==> src/rtl/prot_reg_pkg.sv <==
package prot_reg_pkg;

  localparam int unsigned REG_W = 8;

  typedef enum logic [1:0] {
    LOCK_NONE    = 2'b00,
    LOCK_QUARTER = 2'b01,
    LOCK_HALF    = 2'b10,
    LOCK_ALL     = 2'b11
  } lock_map_e;

  typedef struct packed {
    logic      hw_en;
    lock_map_e map;
  } nv_bits_t;

endpackage

==> src/rtl/prot_reg_decode.sv <==
module prot_reg_decode
  import prot_reg_pkg::*;
(
  input  logic             cmd_vld,
  input  logic [REG_W-1:0] cmd_byte,
  input  logic             wel_q,
  input  logic             rwel_q,
  input  logic             hw_lock,
  output logic             set_wel,
  output logic             clr_vol,
  output logic             set_rwel,
  output logic             nv_start
);

  logic fmt_ok;

  always_comb begin
    fmt_ok   = (cmd_byte[6:5] == 2'b00);
    set_wel  = 1'b0;
    clr_vol  = 1'b0;
    set_rwel = 1'b0;
    nv_start = 1'b0;
    if (cmd_vld) begin
      if (cmd_byte == '0) begin
        clr_vol = 1'b1;
      end else if (fmt_ok && (cmd_byte[2:1] == 2'b01) && rwel_q) begin
        // persistent update: refused entirely under hardware protection
        nv_start = !hw_lock;
      end else if (cmd_byte[7:1] == 7'b0000001) begin
        set_wel = 1'b1;
      end else if (fmt_ok && (cmd_byte[2:1] == 2'b11) && wel_q) begin
        set_rwel = 1'b1;
      end
    end
  end

endmodule

==> src/rtl/prot_reg_lockmap.sv <==
module prot_reg_lockmap
  import prot_reg_pkg::*;
#(
  parameter int unsigned ADDR_W = 12
) (
  input  logic [ADDR_W-1:0] addr,
  input  lock_map_e         map,
  output logic              locked
);

  localparam int unsigned MSB = ADDR_W - 1;

  logic top_half;
  logic top_quarter;

  generate
    if (ADDR_W >= 2) begin : g_wide
      assign top_half    = addr[MSB];
      assign top_quarter = &addr[MSB -: 2];
    end else begin : g_narrow
      assign top_half    = addr[MSB];
      assign top_quarter = addr[MSB];
    end
  endgenerate

  always_comb begin
    unique case (map)
      LOCK_NONE:    locked = 1'b0;
      LOCK_QUARTER: locked = top_quarter;
      LOCK_HALF:    locked = top_half;
      default:      locked = 1'b1;
    endcase
  end

endmodule

==> src/rtl/prot_reg_nvcell.sv <==
module prot_reg_nvcell
  import prot_reg_pkg::*;
#(
  parameter int unsigned NV_CYCLES = 1000
) (
  input  logic     clk,
  input  logic     rst_n,
  input  logic     start,
  input  nv_bits_t load_val,
  output nv_bits_t nv_q,
  output logic     busy
);

  localparam int unsigned CNT_W = $clog2(NV_CYCLES + 1);

  logic [CNT_W-1:0] cnt_q, cnt_d;
  logic             busy_q, busy_d;
  logic             commit;
  logic             cnt_en;
  nv_bits_t         pend_q;

  always_comb begin
    cnt_d  = cnt_q;
    busy_d = busy_q;
    commit = 1'b0;
    if (busy_q) begin
      if (cnt_q == '0) begin
        busy_d = 1'b0;
        commit = 1'b1;
      end else begin
        cnt_d = cnt_q - 1'b1;
      end
    end else if (start) begin
      busy_d = 1'b1;
      cnt_d  = CNT_W'(NV_CYCLES - 1);
    end
    cnt_en = busy_q || start;
  end

  always_ff @(posedge clk or negedge rst_n) begin
    if (!rst_n) begin
      cnt_q  <= '0;
      busy_q <= 1'b0;
    end else if (cnt_en) begin
      cnt_q  <= cnt_d;
      busy_q <= busy_d;
    end
  end

  // staging and persistent flops: untouched by the volatile reset
  always_ff @(posedge clk) begin
    if (start && !busy_q) pend_q <= load_val;
  end

  always_ff @(posedge clk) begin
    if (commit) nv_q <= pend_q;
  end

  assign busy = busy_q;

  AST_BUSY_RUNS_OUT: assert property (@(posedge clk) disable iff (!rst_n)
    (busy_q && (cnt_q != '0)) |=> busy_q);
  AST_NV_STABLE_IDLE: assert property (@(posedge clk) disable iff (!rst_n)
    (!busy_q && !$past(busy_q)) |-> $stable(nv_q));

endmodule

==> src/rtl/prot_reg_ctrl.sv <==
module prot_reg_ctrl
  import prot_reg_pkg::*;
#(
  parameter int unsigned ADDR_W    = 12,
  parameter int unsigned NV_CYCLES = 1000
) (
  input  logic              clk,
  input  logic              rst_n,
  input  logic              wr_stb,
  input  logic              wr_single,
  input  logic [ADDR_W-1:0] addr,
  input  logic [REG_W-1:0]  wr_byte,
  input  logic              pp_pin,
  input  logic              rd_first,
  output logic [REG_W-1:0]  reg_rdata,
  output logic              rd_reg_sel,
  output logic              wr_ok,
  output logic              ack_ok,
  output logic              busy
);

  localparam logic [ADDR_W-1:0] TOP_ADDR = {ADDR_W{1'b1}};

  logic [1:0] rst_sync_q;
  logic       rst_n_int;
  logic       at_top;
  logic       cmd_vld;
  logic       hw_lock;
  logic       set_wel, clr_vol, set_rwel, nv_start;
  logic       wel_q, wel_d, rwel_q, rwel_d, vol_en;
  logic       locked;
  nv_bits_t   nv_q;
  nv_bits_t   load_val;

  // asynchronous assertion, synchronous release
  always_ff @(posedge clk or negedge rst_n) begin
    if (!rst_n) rst_sync_q <= 2'b00;
    else        rst_sync_q <= {rst_sync_q[0], 1'b1};
  end
  assign rst_n_int = rst_sync_q[1];

  assign at_top   = (addr == TOP_ADDR);
  assign cmd_vld  = wr_stb && wr_single && at_top && !busy;
  assign hw_lock  = pp_pin && nv_q.hw_en;
  assign load_val = '{hw_en: wr_byte[7], map: lock_map_e'(wr_byte[4:3])};

  prot_reg_decode u_decode (
    .cmd_vld  (cmd_vld),
    .cmd_byte (wr_byte),
    .wel_q    (wel_q),
    .rwel_q   (rwel_q),
    .hw_lock  (hw_lock),
    .set_wel  (set_wel),
    .clr_vol  (clr_vol),
    .set_rwel (set_rwel),
    .nv_start (nv_start)
  );

  prot_reg_nvcell #(.NV_CYCLES(NV_CYCLES)) u_nvcell (
    .clk      (clk),
    .rst_n    (rst_n_int),
    .start    (nv_start),
    .load_val (load_val),
    .nv_q     (nv_q),
    .busy     (busy)
  );

  prot_reg_lockmap #(.ADDR_W(ADDR_W)) u_lockmap (
    .addr   (addr),
    .map    (nv_q.map),
    .locked (locked)
  );

  always_comb begin
    wel_d  = wel_q;
    rwel_d = rwel_q;
    if (clr_vol) begin
      wel_d  = 1'b0;
      rwel_d = 1'b0;
    end
    if (set_wel)  wel_d  = 1'b1;
    if (set_rwel) rwel_d = 1'b1;
    if (nv_start) rwel_d = 1'b0;
    vol_en = clr_vol || set_wel || set_rwel || nv_start;
  end

  always_ff @(posedge clk or negedge rst_n_int) begin
    if (!rst_n_int) begin
      wel_q  <= 1'b0;
      rwel_q <= 1'b0;
    end else if (vol_en) begin
      wel_q  <= wel_d;
      rwel_q <= rwel_d;
    end
  end

  assign reg_rdata  = {nv_q.hw_en, 2'b00, nv_q.map, rwel_q, wel_q, 1'b0};
  assign rd_reg_sel = rd_first && at_top;
  assign ack_ok     = !busy && (wel_q || at_top);
  assign wr_ok      = !busy && wel_q && !locked;

  AST_RWEL_NEEDS_WEL: assert property (@(posedge clk) disable iff (!rst_n_int)
    rwel_q |-> wel_q);
  AST_LOAD_DROPS_RWEL: assert property (@(posedge clk) disable iff (!rst_n_int)
    $rose(busy) |-> !rwel_q);
  AST_HW_REFUSES_LOAD: assert property (@(posedge clk) disable iff (!rst_n_int)
    $rose(busy) |-> !($past(pp_pin) && $past(nv_q.hw_en)));
  AST_BUSY_FREEZES_LATCHES: assert property (@(posedge clk) disable iff (!rst_n_int)
    (busy && $past(busy)) |-> ($stable(wel_q) && $stable(rwel_q)));

endmodule

==> config.mk <==
export PLATFORM = sky130hd
export DESIGN_NAME = prot_reg_ctrl
export DESIGN_NICKNAME = d
export VERILOG_FILES = /design/src/rtl/prot_reg_pkg.sv /design/src/rtl/prot_reg_decode.sv /design/src/rtl/prot_reg_lockmap.sv /design/src/rtl/prot_reg_nvcell.sv /design/src/rtl/prot_reg_ctrl.sv
export SDC_FILE = /design/constraint.sdc
export NUM_CORES = 1
export LEC_CHECK = 0
export ABC_AREA = 1
export BUFFER_PORTS_ARGS = -buffer_cell sky130_fd_sc_hd__buf_2
export CAP_MARGIN = 25
export CELL_PAD_IN_SITES_DETAIL_PLACEMENT = 1
export CELL_PAD_IN_SITES_GLOBAL_PLACEMENT = 2
export CORE_AREA = 3 3 106 57
export DETAILED_ROUTE_END_ITERATION = 8
export DIE_AREA = 0 0 109 60
export PLACE_DENSITY = 0.78
export REMOVE_ABC_BUFFERS = 1
export SYNTH_ARGS = -nofsm -noshare
export SYNTH_HDL_FRONTEND = slang
export SYNTH_SLANG_ARGS = --single-unit
export TNS_END_PERCENT = 10
==> constraint.sdc <==
create_clock -name clk -period 1.06 [get_ports clk]
set_clock_uncertainty 0.15 [all_clocks]
set_input_delay 0.318 -clock clk [delete_from_list [all_inputs] [get_ports clk]]
set_output_delay 0.318 -clock clk [all_outputs]
set_load 0.02 [all_outputs]
# ---- After elaboration in Yosys (flattened, before gate mapping)
# Index checks and enable logic that the tools add are counted.
dict set report word_totals {
  regBits 21
  latch_bits 0
  ram_bits 0
  rom_bits 0
  in_bits 26
  output_inout_bits 12
  n_memories 0
}
dict set report classes {
  n_addsub 1
  n_mul 0
  n_div 0
  n_lt_le_gt_ge 0
  eq_ne 7
  n_shift 0
  n_mux 27
  bitwise_logic 0
  n_reduce_logical 32
}
# operator n
set ops {}
lappend ops {{$mux W10} 3}
lappend ops {{$mux W1} 23}
lappend ops {{$logic_and A1 B1 Y1} 13}
lappend ops {{$eq A12 B12 Y1 const B} 1}
lappend ops {{$logic_not A10 Y1} 1}
lappend ops {{$sub A10 B1 Y10 const B} 1}
lappend ops {{$logic_not A8 Y1} 1}
lappend ops {{$eq A7 B1 Y1 const B} 1}
lappend ops {{$reduce_and A2 Y1} 3}
lappend ops {{$logic_or A1 B1 Y1} 5}
lappend ops {{$eq A2 B1 Y1 const B} 2}
lappend ops {{$eq A2 B2 Y1 const B} 2}
lappend ops {{$logic_not A2 Y1} 2}
lappend ops {{$reduce_bool A2 Y1} 2}
lappend ops {{$logic_not A1 Y1} 3}
lappend ops {{$pmux W1 S3} 1}
lappend ops {{$reduce_and A3 Y1} 1}
lappend ops {{$reduce_bool A3 Y1} 1}
lappend ops {{$ne A2 B2 Y1 const B} 1}

# ---- Depth between registers and ports, before layout
dict set report logic_depth {
  depth_word 11
  ltp_mapped 10
  depth_no_buf 9
}

# ---- Hierarchy
# A second synthesis with hierarchy kept.
dict set report hier_totals {
  hier_cells 171
  area_unflattened_um2 1258.7
}
# mod n_inst cells_each area_per_inst_um2 seq_area_each_um2
set by_module_without_submodules {}
lappend by_module_without_submodules {prot_reg_nvcell 1 106 883.3 455.4}
lappend by_module_without_submodules {prot_reg_ctrl 1 36 250.2 100.1}
lappend by_module_without_submodules {prot_reg_decode 1 26 111.4 0.0}
lappend by_module_without_submodules {prot_reg_lockmap 1 3 13.8 0.0}

# ---- Worst setup path after synthesis
# Ideal clock, no wire load.
dict set report synth_timing {
  path_kind {register to output}
  start {register u_nvcell.nv_q[1] (netlist name)}
  end {output port wr_ok}
  t_arrival_ns 1.208
  t_required_ns 0.592
  path_slack_ns -0.616
  stages_incl_launch_ff 4
  n_path_buf 0
  path_cell_list {edfxtp_1 > inv_2 > nand2_1 > a221oi_1}
}
dict set report synth_via {
  elab_chain_cells 4
  elab_cells_between_ends 6
  cone_classes {2 x eq/ne; 1 x mux; 3 x reduce/logical}
}
# item line
set synth_lines {}
lappend synth_lines {{$eq A2 B2 Y1 (tied with other cells)} prot_reg_lockmap.sv:27} ;# unique case (map)
lappend synth_lines {{$pmux W1 S3 *} prot_reg_lockmap.sv:27}
lappend synth_lines {{$logic_not A1 Y1 *} prot_reg_ctrl.sv:100} ;# assign wr_ok = !busy && wel_q && !locked;
lappend synth_lines {{$logic_and A1 B1 Y1 *} prot_reg_ctrl.sv:100}
lappend synth_lines {{to (decl)} prot_reg_ctrl.sv:17} ;# output logic wr_ok,
# Every way passes the cells marked *; elsewhere a longest branch is shown, timed or not.

# ---- Worst setup path after layout
dict set report layout_timing {
  start {register u_nvcell.nv_q[1] (netlist name)}
  end {output port wr_ok}
}
dict set report layout_via {
  elab_chain_cells 4
  elab_cells_between_ends 6
  cone_classes {2 x eq/ne; 1 x mux; 3 x reduce/logical}
}
# item line
set layout_lines {}
lappend layout_lines {{$eq A2 B2 Y1 (tied with other cells)} prot_reg_lockmap.sv:27}
lappend layout_lines {{$pmux W1 S3 *} prot_reg_lockmap.sv:27}
lappend layout_lines {{$logic_not A1 Y1 *} prot_reg_ctrl.sv:100}
lappend layout_lines {{$logic_and A1 B1 Y1 *} prot_reg_ctrl.sv:100}
# Marked as above.

==> reports/results.txt <==
The tools report the combinational power share as 10.7%. The routed length per instance is 12.6 µm. The I/O pin count was 38; the width of the die was 109 µm. The area growth from synthesis to layout is 52.9%. The power consumption was 1.54 mW; the core box area was 5020 µm². In the synthesized netlist the dominant register cell turns out to be sky130_fd_sc_hd__dfrtp_1. For the max-slew violation total from the final report, the log shows 0.

For this run, asynchronously set or reset flops after synthesis account for 71.4%. The floorplan step defined a die boundary enclosing 6540 µm². The power density relative to cell area is 725 nW/µm², and the number of warning messages in the yosys log is 0. The classification of the worst setup path was register to primary output. After layout, the minimum clock period comes to 1.72 ns.

After layout, the worst path uses 162% of the clock period. Buffers inserted during clock tree synthesis total 3. TritonCTS built the clock tree.

For the worst flop-to-flop path, the logic depth is 9. The checks that failed: negative setup slack. The run gives 1.08 nW as the leakage component of the power. Net switching is 23.8% of the power. The largest net degree at the start of global routing is 14.

Summed over all nets, the half-perimeter wirelength after detailed placement is 3170 µm. The H-tree level count was 1. After detailed placement, the total cell area comes to 1920 µm². The fmax is 581 MHz, and the initial antenna violation count is 0. Detailed-router iteration count before antenna repair: 3. The flow ran to the end, but the final reports show violations. For this run, the slowest stage of the critical path takes 0.44 ns. Critical path's slowest cell: sky130_fd_sc_hd__edfxtp_1. After the last flow step, the layout net total stands at 267. Setup violations remaining at the end of the flow were counted as 28.

The logs give 0.26 ns for the insertion delay to the later sink of the worst-skew pair and 304 for the number of placed instances, taps included. After detailed routing, the number of vias per cell comes to 4.34. IR analysis of the VDD net gives a maximum drop of 444 µV.

The tools report the count of non-filler cells in the finished layout as 309. The fraction of layout instances using a drive strength above 1 was 54.0%; the sequential fraction of the synthesis area was 39.9%. The tree built by TritonCTS fans out to 21 sinks.

The initial cell density of the core was 27.7%. The cell sitting at the root of the clock tree is a sky130_fd_sc_hd__clkbuf_8. The global-route track usage on met1 came out at 15.1%. Setup repair after global routing could not meet its margin everywhere. In the global route stage, met2 resource usage came out at 25.9%.

The startpoint type of the worst setup path is a register. Global routing consumed, on the met3 layer, 1.73% of the routing resources. After detailed routing, the number of remaining DRC violations is 0. In the global route stage, overall resource usage came out at 13.0%.

In this run the most used layer during global routing was met2. The run gives 0 as the antenna diode count. The area of the mapped netlist was 1390 µm².

The logs give -0.662 ns for the smallest setup slack after layout and 0 for the number of max-capacitance violations reported. In this run the core area contains 18 standard-cell rows. STA puts the critical path data required time at 0.59 ns.

The clock passes through at most 2 buffers. The run gives 1437 as the via count of the first global-routing pass. The tools report the total congestion overflow after global routing as 0. The share of total power dissipated in sequential elements is 54.0%. In this run the power spent charging and discharging nets is 0.368 mW. The number of library cell types mapped by synthesis is 31, and the clock-pin slew on the worst setup and hold paths is 0.08 ns. Walking the worst path, the cells encountered are inv_2, nand2_2, a221oi_2, buf_4. In this run, the clock network consumes 35.2% of the power.

STA classifies the critical path endpoint as a primary output. The data arrival time at the worst-slack endpoint came out at 1.25 ns. The die span in y was 60 µm; the average cell area after synthesis was 8.39 µm².

After routing the design area is 2130 µm². Buffers placed on the I/O ports in this run total 34. The cell internal power dissipation came out at 1.18 mW.

The tools report the global-route wire length before repair as 6630 µm. The count of nets left with antenna violations once routing finished came out at 0. The count of mapped cells out of synthesis is 166, and the number of enable-type register cells in the synthesized netlist is 6. For the via count, the log shows 1342. Synthesis inferred 21 register bits. The number of hold violations in the final report is 0.

The initial DRC count was 58. The run gives 3880 µm as the overall routed net length. In this run the worst path has a maximum fanout of 3. In this run the worst hold path is classified as register to async pin. The weighted congestion reported at the end of routability-driven placement was 0.725.
## critical path, delay by kind of cell, from the launching register on
kind / cells / cell delay (ns)
AOI/OAI and AO/OA: 1 / 0.24
buffers and inverters: 2 / 0.27
DFF: 1 / 0.44
and+or+nand+nor: 1 / 0.05
## final timing paths
kind | from | to | slack [ns]
setup / recovery | u_nvcell.nv_q[1] | wr_ok | -0.66
hold / removal | rst_sync_q[1] | rwel_q | 0.03
setup reg to reg | u_nvcell.cnt_q[4] | u_nvcell.cnt_q[5] | -0.52
hold reg to reg | rst_sync_q[1] | rwel_q | 0.03
max in group asynchronous | rst_n | rst_sync_q[0] | 0.46
min in group clk | wr_byte[7] | u_nvcell.pend_q[2] | 0.09
## power groups by stage
stage          clock network [mW]  registers [mW]  logic [mW]
2_1_floorplan                   0           0.859      0.0352
3_3_place_gp                    0           0.852       0.138
3_5_place_dp                    0           0.852       0.142
4_1_cts                     0.569           0.835       0.163
5_1_grt                     0.611           0.836       0.182
6_report                    0.544           0.835       0.166
## per-layer routing
metal | wire length (µm) | vias to the layer above | share of wire, %
met5 | 0 | - | 0
met1 | 1680 | 648 | 43
met3 | 188 | 2 | 4.8
met2 | 1990 | 29 | 51
met4 | 17 | 0 | 0.44
li1 | - | 663 | -
## layout make-up
| class | instances | area (µm²) |
|---|---|---|
| flip-flops and latches | 21 | 556 |
| fillers | 623 | 2890 |
| well taps | 70 | 87.6 |
| clock inverters | 1 | 5.00 |
| clock buffers | 3 | 41.3 |
| repair buffers | 75 | 547 |
| inverters | 17 | 66.3 |
| multi-input cells | 122 | 827 |
## what timing repair did
item / CTS / global route
endpoints found under the setup margin: 28 / 28
pin swaps: 7 / 3
hold buffers: 1 / 0
gates resized for setup: 35 / 7
endpoints found under the hold margin: 2 / 0
setup buffers: 0 / 0
## registers in the layout, summed over array words and instances, names as in the netlist
| register | cells |
|---|---|
| rst_sync_q | 2 |
| rwel_q | 1 |
| u_nvcell.busy | 1 |
| u_nvcell.cnt_q | 10 |
| u_nvcell.nv_q | 3 |
| u_nvcell.pend_q | 3 |
| wel_q | 1 |
## stage by stage
stage	hold slack, ns	TNS (ns)	util (%)	setup WS, ns
after floorplan	-0.128	-13.70	-	-0.795
after global placement	-0.0472	-12.04	38.2	-0.583
after detailed placement	-0.0423	-13.07	38.2	-0.630
after CTS	0.0426	-11.98	41.9	-0.652
after global routing	0.0689	-13.56	42.4	-0.752
final	0.0295	-11.70	42.4	-0.662
## cell usage in the layout, fill, tap and decap left out, drive strengths merged, types with 2 or more instances in the layout
cell type and count:
o21ai 3, clkbuf 3, nor2 21, buf 74, nand3 25, edfxtp 6
dfrtp 15, conb 4, nand3b 2, nand2 56, inv 17, nand4 2
nor3 3
## cell families (layout without fill, tap and decap cells)
logic type	count (synthesis)	after routing	share of synthesized area (%)
AO/OA/AOI/OAI	4	4	1.71
XOR/XNOR	2	2	1.26
other	2	4	0.539
AND/OR/NAND/NOR	111	111	46.4
flip-flops	21	21	39.9
buffers and inverters	25	96	9.34
adder cells (fa/ha/maj)	1	1	0.898
## Yosys cell counts (2+ instances only)
master                     instances  area [µm²]
sky130_fd_sc_hd__nand2_1          34         128
sky130_fd_sc_hd__nand3_1          23         115
sky130_fd_sc_hd__nor2_1           19        71.3
sky130_fd_sc_hd__dfrtp_1          15         375
sky130_fd_sc_hd__inv_1            13        48.8
sky130_fd_sc_hd__nand2_4          11         124
sky130_fd_sc_hd__nand2_2          10        62.6
sky130_fd_sc_hd__edfxtp_1          6         180
sky130_fd_sc_hd__buf_4             5        37.5
sky130_fd_sc_hd__inv_2             4        15.0
sky130_fd_sc_hd__conb_1            2        7.51
sky130_fd_sc_hd__nand3b_1          2        15.0
sky130_fd_sc_hd__nand4_1           2        12.5
sky130_fd_sc_hd__nor3_1            2        10.0
sky130_fd_sc_hd__o21ai_1           2        10.0
Note: power is estimated with default switching activity, not from simulation.
